[src/rtl/gated_tmr_pkg.sv]
package gated_tmr_pkg;

    typedef enum logic [1:0] {
        LAYOUT_13  = 2'd0,
        LAYOUT_16  = 2'd1,
        LAYOUT_8RL = 2'd2,
        LAYOUT_OFF = 2'd3
    } layout_t;

    typedef enum logic [1:0] {
        SEL_CTRL = 2'd0,
        SEL_LO   = 2'd1,
        SEL_HI   = 2'd2,
        SEL_NONE = 2'd3
    } wsel_t;

    typedef struct packed {
        logic    run;
        logic    gate;
        logic    ext;
        layout_t layout;
    } ctrl_t;

    localparam int CTRL_KEEP_BIT = 5;

    function automatic ctrl_t decode_ctrl(input logic [7:0] d);
        ctrl_t c;
        c.layout = layout_t'(d[1:0]);
        c.ext    = d[2];
        c.gate   = d[3];
        c.run    = d[4];
        return c;
    endfunction

    function automatic logic chan_enabled(input ctrl_t c, input logic gpin);
        return c.run && (!c.gate || gpin);
    endfunction

endpackage

[src/rtl/tmr_prescale.sv]
module tmr_prescale #(
    parameter int DIV = 12
) (
    input  logic clk,
    input  logic rst,
    output logic tick
);
    localparam int CW = (DIV > 1) ? $clog2(DIV) : 1;
    localparam logic [CW-1:0] LAST = CW'(DIV - 1);

    logic [CW-1:0] phase_q;

    assign tick = (phase_q == LAST);

    always_ff @(posedge clk) begin
        if (rst)       phase_q <= '0;
        else if (tick) phase_q <= '0;
        else           phase_q <= phase_q + CW'(1);
    end
endmodule

[src/rtl/tmr_edge_sample.sv]
module tmr_edge_sample (
    input  logic clk,
    input  logic rst,
    input  logic tick,
    input  logic pin,
    output logic edge_pend
);
    logic last_q;

    always_ff @(posedge clk) begin
        if (rst) begin
            last_q    <= 1'b0;
            edge_pend <= 1'b0;
        end else if (tick) begin
            edge_pend <= last_q && !pin;
            last_q    <= pin;
        end
    end
endmodule

[src/rtl/tmr_count_core.sv]
module tmr_count_core
    import gated_tmr_pkg::*;
#(
    parameter int BW = 8,
    parameter int PW = 5
) (
    input  logic          clk,
    input  logic          rst,
    input  logic          step,
    input  layout_t       layout,
    input  logic          ld_lo,
    input  logic          ld_hi,
    input  logic [BW-1:0] ld_val,
    output logic [BW-1:0] lo,
    output logic [BW-1:0] hi,
    output logic          wrap
);
    localparam int DW = 2 * BW;

    logic [BW-1:0] nxt_lo, nxt_hi;
    logic [DW-1:0] wide_sum;
    logic [PW-1:0] pre_sum;

    always_comb begin
        nxt_lo   = lo;
        nxt_hi   = hi;
        wrap     = 1'b0;
        wide_sum = {hi, lo} + DW'(1);
        pre_sum  = lo[PW-1:0] + PW'(1);
        unique case (layout)
            LAYOUT_13: begin
                nxt_lo[PW-1:0] = pre_sum;
                if (&lo[PW-1:0]) begin
                    nxt_hi = hi + BW'(1);
                    wrap   = &hi;
                end
            end
            LAYOUT_16: begin
                {nxt_hi, nxt_lo} = wide_sum;
                wrap = &{hi, lo};
            end
            LAYOUT_8RL: begin
                if (&lo) begin
                    nxt_lo = hi;
                    wrap   = 1'b1;
                end else begin
                    nxt_lo = lo + BW'(1);
                end
            end
            default: ;
        endcase
    end

    always_ff @(posedge clk) begin
        if (rst) begin
            lo <= '0;
            hi <= '0;
        end else if (ld_lo || ld_hi) begin
            if (ld_lo) lo <= ld_val;
            if (ld_hi) hi <= ld_val;
        end else if (step) begin
            lo <= nxt_lo;
            hi <= nxt_hi;
        end
    end
endmodule

[src/rtl/gated_tmr.sv]
module gated_tmr
    import gated_tmr_pkg::*;
#(
    parameter int BW  = 8,
    parameter int PW  = 5,
    parameter int DIV = 12
) (
    input  logic          clk,
    input  logic          rst,
    input  logic          cnt_pin,
    input  logic          gate_pin,
    input  logic          wr_en,
    input  logic [1:0]    wr_sel,
    input  logic [BW-1:0] wr_data,
    output logic [BW-1:0] cnt_lo,
    output logic [BW-1:0] cnt_hi,
    output logic          ovf_flag
);
    ctrl_t ctrl_q;
    logic  tick, edge_pend, enabled, src_ok, step, wrap, ovf_evt;
    logic  wr_ctrl, flag_clr;

    tmr_prescale #(.DIV(DIV)) u_pre (
        .clk (clk),
        .rst (rst),
        .tick(tick)
    );

    tmr_edge_sample u_edge (
        .clk      (clk),
        .rst      (rst),
        .tick     (tick),
        .pin      (cnt_pin),
        .edge_pend(edge_pend)
    );

    assign wr_ctrl  = wr_en && (wsel_t'(wr_sel) == SEL_CTRL);
    assign flag_clr = wr_ctrl && !wr_data[CTRL_KEEP_BIT];
    assign enabled  = chan_enabled(ctrl_q, gate_pin);
    assign src_ok   = ctrl_q.ext ? edge_pend : 1'b1;
    assign step     = tick && enabled && src_ok && !wr_en;
    assign ovf_evt  = step && wrap;

    tmr_count_core #(.BW(BW), .PW(PW)) u_core (
        .clk   (clk),
        .rst   (rst),
        .step  (step),
        .layout(ctrl_q.layout),
        .ld_lo (wr_en && (wsel_t'(wr_sel) == SEL_LO)),
        .ld_hi (wr_en && (wsel_t'(wr_sel) == SEL_HI)),
        .ld_val(wr_data),
        .lo    (cnt_lo),
        .hi    (cnt_hi),
        .wrap  (wrap)
    );

    always_ff @(posedge clk) begin
        if (rst)          ctrl_q <= '0;
        else if (wr_ctrl) ctrl_q <= decode_ctrl(8'(wr_data));
    end

    always_ff @(posedge clk) begin
        if (rst)           ovf_flag <= 1'b0;
        else if (ovf_evt)  ovf_flag <= 1'b1;
        else if (flag_clr) ovf_flag <= 1'b0;
    end
endmodule

[config.mk]
export PLATFORM = sky130hd
export DESIGN_NAME = gated_tmr
export DESIGN_NICKNAME = d
export VERILOG_FILES = /design/src/rtl/gated_tmr_pkg.sv /design/src/rtl/tmr_prescale.sv /design/src/rtl/tmr_edge_sample.sv /design/src/rtl/tmr_count_core.sv /design/src/rtl/gated_tmr.sv
export SDC_FILE = /design/constraint.sdc
export NUM_CORES = 1
export LEC_CHECK = 0
export BUFFER_PORTS_ARGS = -buffer_cell sky130_fd_sc_hd__buf_2
export CORE_UTILIZATION = 55
export CTS_CLUSTER_SIZE = 30
export DETAILED_ROUTE_END_ITERATION = 12
export GPL_TIMING_DRIVEN = 1
export PLACE_DENSITY = 0.75
export SLEW_MARGIN = 5
export SYNTH_ARGS = -nofsm -noshare
export SYNTH_HDL_FRONTEND = slang
export SYNTH_SLANG_ARGS = --single-unit
[constraint.sdc]
create_clock -name clk -period 3.86 [get_ports clk]
set_input_delay 1.158 -clock clk [delete_from_list [all_inputs] [get_ports clk]]
set_output_delay 1.158 -clock clk [all_outputs]
set_load 0.02 [all_outputs]
==> out/summary.txt <==
fin crit period - 2.565 ns
overall die area - 3605 sq um
cts hold-fix bufs - 0
Yosys reg bits - 28
core area - 3128 sq um
Max-Cap Viols - 0
Max clock buf depth - 2
# DRC - 0
most frequent cells in the layout - buf_2 (31), dfxtp_1 (28), nor2_1 (24), nand2_1 (17), a21oi_1 (17)
PwrDens - 299.3 nW/um^2
grt met2 use - 0.4333
CP Cell Sequence - buf_2 -> xor2_1 -> and2_1 -> o211a_1 -> nor2_1 -> a2111oi_2
r2r endpoint - u_core.lo[0]
sequential area share after synthesis - 0.3025
clk_lat worst skew - 0.34 ns
initial antenna violation count - 0
synthesized cell area - 1853 sq um
Crit-path slowest cell - and2_1
share of post-route cells with drive strength above 1 - 0.1888
hold path start - u_pre.phase_q[0]
CTS tree - done
RSZ-0062 raised after global routing - false
fin nets - 272
Seq pwr share - 0.509
Hold Crit Class - reg -> reg
Post-synth EDFFs - 0
Finish-stage setup viols - 0
area leader, netlist - dfxtp_1
wire length of the first global-routing pass - 7.617 mm
Diodes inserted - 0
synth unique cells - 54
Post-Syn Nets - 249
switching power - 0.1704 mW
Post-synth top flop - dfxtp_1
clock skew - 0.01481 ns
Initial Util - 0.5924
Cell Area, Placed - 2002 sq um
Iter 0 DRT Violations - 133
Post-CTS Resized - 0
Slew headroom - 0.5098
final instance area - 2054 sq um
Worst setup EP type - flip-flop
Vias/cell - 6.167
Hold Vio Cnt, Final - 0
max-slew violation count - 0
Logic pwr share - 0.167
Num CTS Buffers - 3
Routed wire per std cell - 16.15 microns
Synth top area share - 0.3025
Routed WL - 4.731 mm
R2R setup slack - 1.65 ns
Max Clk Rate - 389.9 MHz
Layout area overhead - 10.87%
delay-heaviest family, CP - compound AO/OA/AOI/OAI gates
Hold Path End - u_pre.phase_q[0]
HPWL after DPL - 3.501 mm
Total Negative Setup Slacks - 0 ns
Worst setup SP type - primary input
largest net degree at the start of global routing - 26
critical path type - in -> reg
Worst EP arrival - 2.81 ns
Global Route met1 Usage - 0.4024
Die Width - 60.05 microns
global route hottest layer - met2
Final period util - 0.6645
vias in the first global route - 1,605
status - finished clean
setup bufs post-CTS - 0
P_int - 0.4445 mW
site row count - 20
WP buf/inv - 1
ys async rst share - 0
clock share of power - 0.324
R2R depth - 6
Worst EP required - 4.11 ns
GRT overflow - 0
Hold Path Depth - 1
Reg clk slew, reported paths - 0.15 ns
Ports - 32
gpl congestion - 0.9363
I/O Buffers - 31
Crit Path Max Fanout - 13
Lkg Pwr - 0.8503 nW
GR Util met3 - 0.04978
R2R Path Start - u_pre.phase_q[0]
syn_area_per_cell - 8.163 sq um
# placed instances - 289
CTS sink cnt - 28
1st-pass router iterations - 5
final cell count without fillers - 293
CTS H-tree lvls - 1
peak supply drop - 0.0002210 V
Routed Antenna Nets - 0
cells after synthesis - 227
crit-path max cell delay - 0.45 ns
synth top area cells - dfxtp_1 (30%), nor2_1 (4.9%), ha_1 (4.7%), a21oi_1 (4.6%), nand2_1 (3.4%)
Sw Share - 0.2772
Slew @ Worst Pin - 0.7290 ns
most common cell after layout, fill and taps aside - buf_2
Die H - 60.05 microns
Overall Global Routing Usage - 0.2814
synth warn - 0
CTS Root Cell - clkbuf_4
vias - 1,807
-- cells by family (layout without fill, tap and decap cells) --
| kind of cell | after synthesis | count (layout) | synth area share |
|---|---|---|---|
| simple gates | 83 | 83 | 0.2350 |
| compound gates | 73 | 73 | 0.2998 |
| flops | 28 | 28 | 0.3025 |
| buf+inv | 25 | 47 | 0.05942 |
| fa+ha+maj | 7 | 7 | 0.04726 |
| mux | 6 | 6 | 0.03241 |
| xor+xnor | 5 | 5 | 0.02364 |
-- power by group through the flow --
| stage | sequential [mW] | clock [mW] | combinational (mW) |
|---|---|---|---|
| 6_report | 0.313 | 0.199 | 0.103 |
| 3_3_place_gp | 0.319 | 0 | 0.100 |
| 3_5_place_dp | 0.319 | 0 | 0.102 |
| 2_1_floorplan | 0.322 | 0 | 0.0666 |
| 5_1_grt | 0.315 | 0.214 | 0.114 |
| 4_1_cts | 0.313 | 0.206 | 0.102 |
-- how the worst max path moves through the flow --
stage | start | to | slack, ns | cells past startpoint
2_1_floorplan | wr_sel[1] | u_core.hi[6] | 1.42 | 7
3_3_place_gp | wr_sel[0] | u_core.hi[6] | 1.03 | 6
3_5_place_dp | wr_sel[0] | u_core.hi[6] | 0.94 | 6
5_1_grt | wr_sel[0] | u_core.hi[6] | 1.15 | 6
4_1_cts | wr_sel[0] | u_core.hi[6] | 1.31 | 6
6_report | wr_sel[0] | u_core.hi[6] | 1.29 | 6
-- cell type report --
cell class / instances / area, sq um
Fill cell: 297 / 1074
Clock buffer: 3 / 22.52
Timing Repair Buffer: 32 / 162.7
Clock inverter: 1 / 30.03
Multi-Input combinational cell: 174 / 1182
Sequential cell: 28 / 560.5
Tap cell: 44 / 55.05
Inverter: 11 / 41.29
-- per-layer routing --
layer,wire length (microns),share of wire,up-vias
li1,-,-,903
met1,2108,0.45,824
met2,2180,0.46,71
met3,350,0.074,9
met4,91,0.019,0
met5,0,0,-
-- through the flow --
stage	setup WS, ns	hold WS [ns]	total power [mW]	util
2_1_floorplan	1.417	0.4272	0.3888	-
3_3_place_gp	1.030	0.4416	0.4190	0.6400
3_5_place_dp	0.9428	0.4519	0.4210	0.6400
4_1_cts	1.312	0.4739	0.6213	0.6568
5_1_grt	1.153	0.5065	0.6432	0.6568
6_report	1.295	0.4732	0.6149	0.6568
-- cell usage after synthesis (3+ instances only) --
| cell | n |
|---|---|
| dfxtp_1 | 28 |
| a21oi_1 | 17 |
| nand4_1 | 5 |
| clkbuf_1 | 5 |
| and3_1 | 4 |
| nor3b_1 | 5 |
| nand3_1 | 8 |
| a31oi_1 | 4 |
| mux2i_1 | 6 |
| and4_1 | 3 |
| xnor2_1 | 3 |
| inv_1 | 11 |
| nor3_1 | 3 |
| buf_2 | 4 |
| a2111oi_2 | 3 |
| buf_1 | 3 |
| a221oi_1 | 7 |
| nor2_1 | 24 |
| o21ai_0 | 11 |
| nor2b_1 | 3 |
| o211ai_1 | 4 |
| nand2_1 | 17 |
| ha_1 | 7 |
-- state kept, by name (all words and copies together), names as in the netlist --
signal,count
ctrl_q,5
u_pre.phase_q,4
ovf_flag,1
u_core.lo,8
u_edge.last_q,1
u_core.hi,8
u_edge.edge_pend,1
Power figures use the tool's default switching activity.
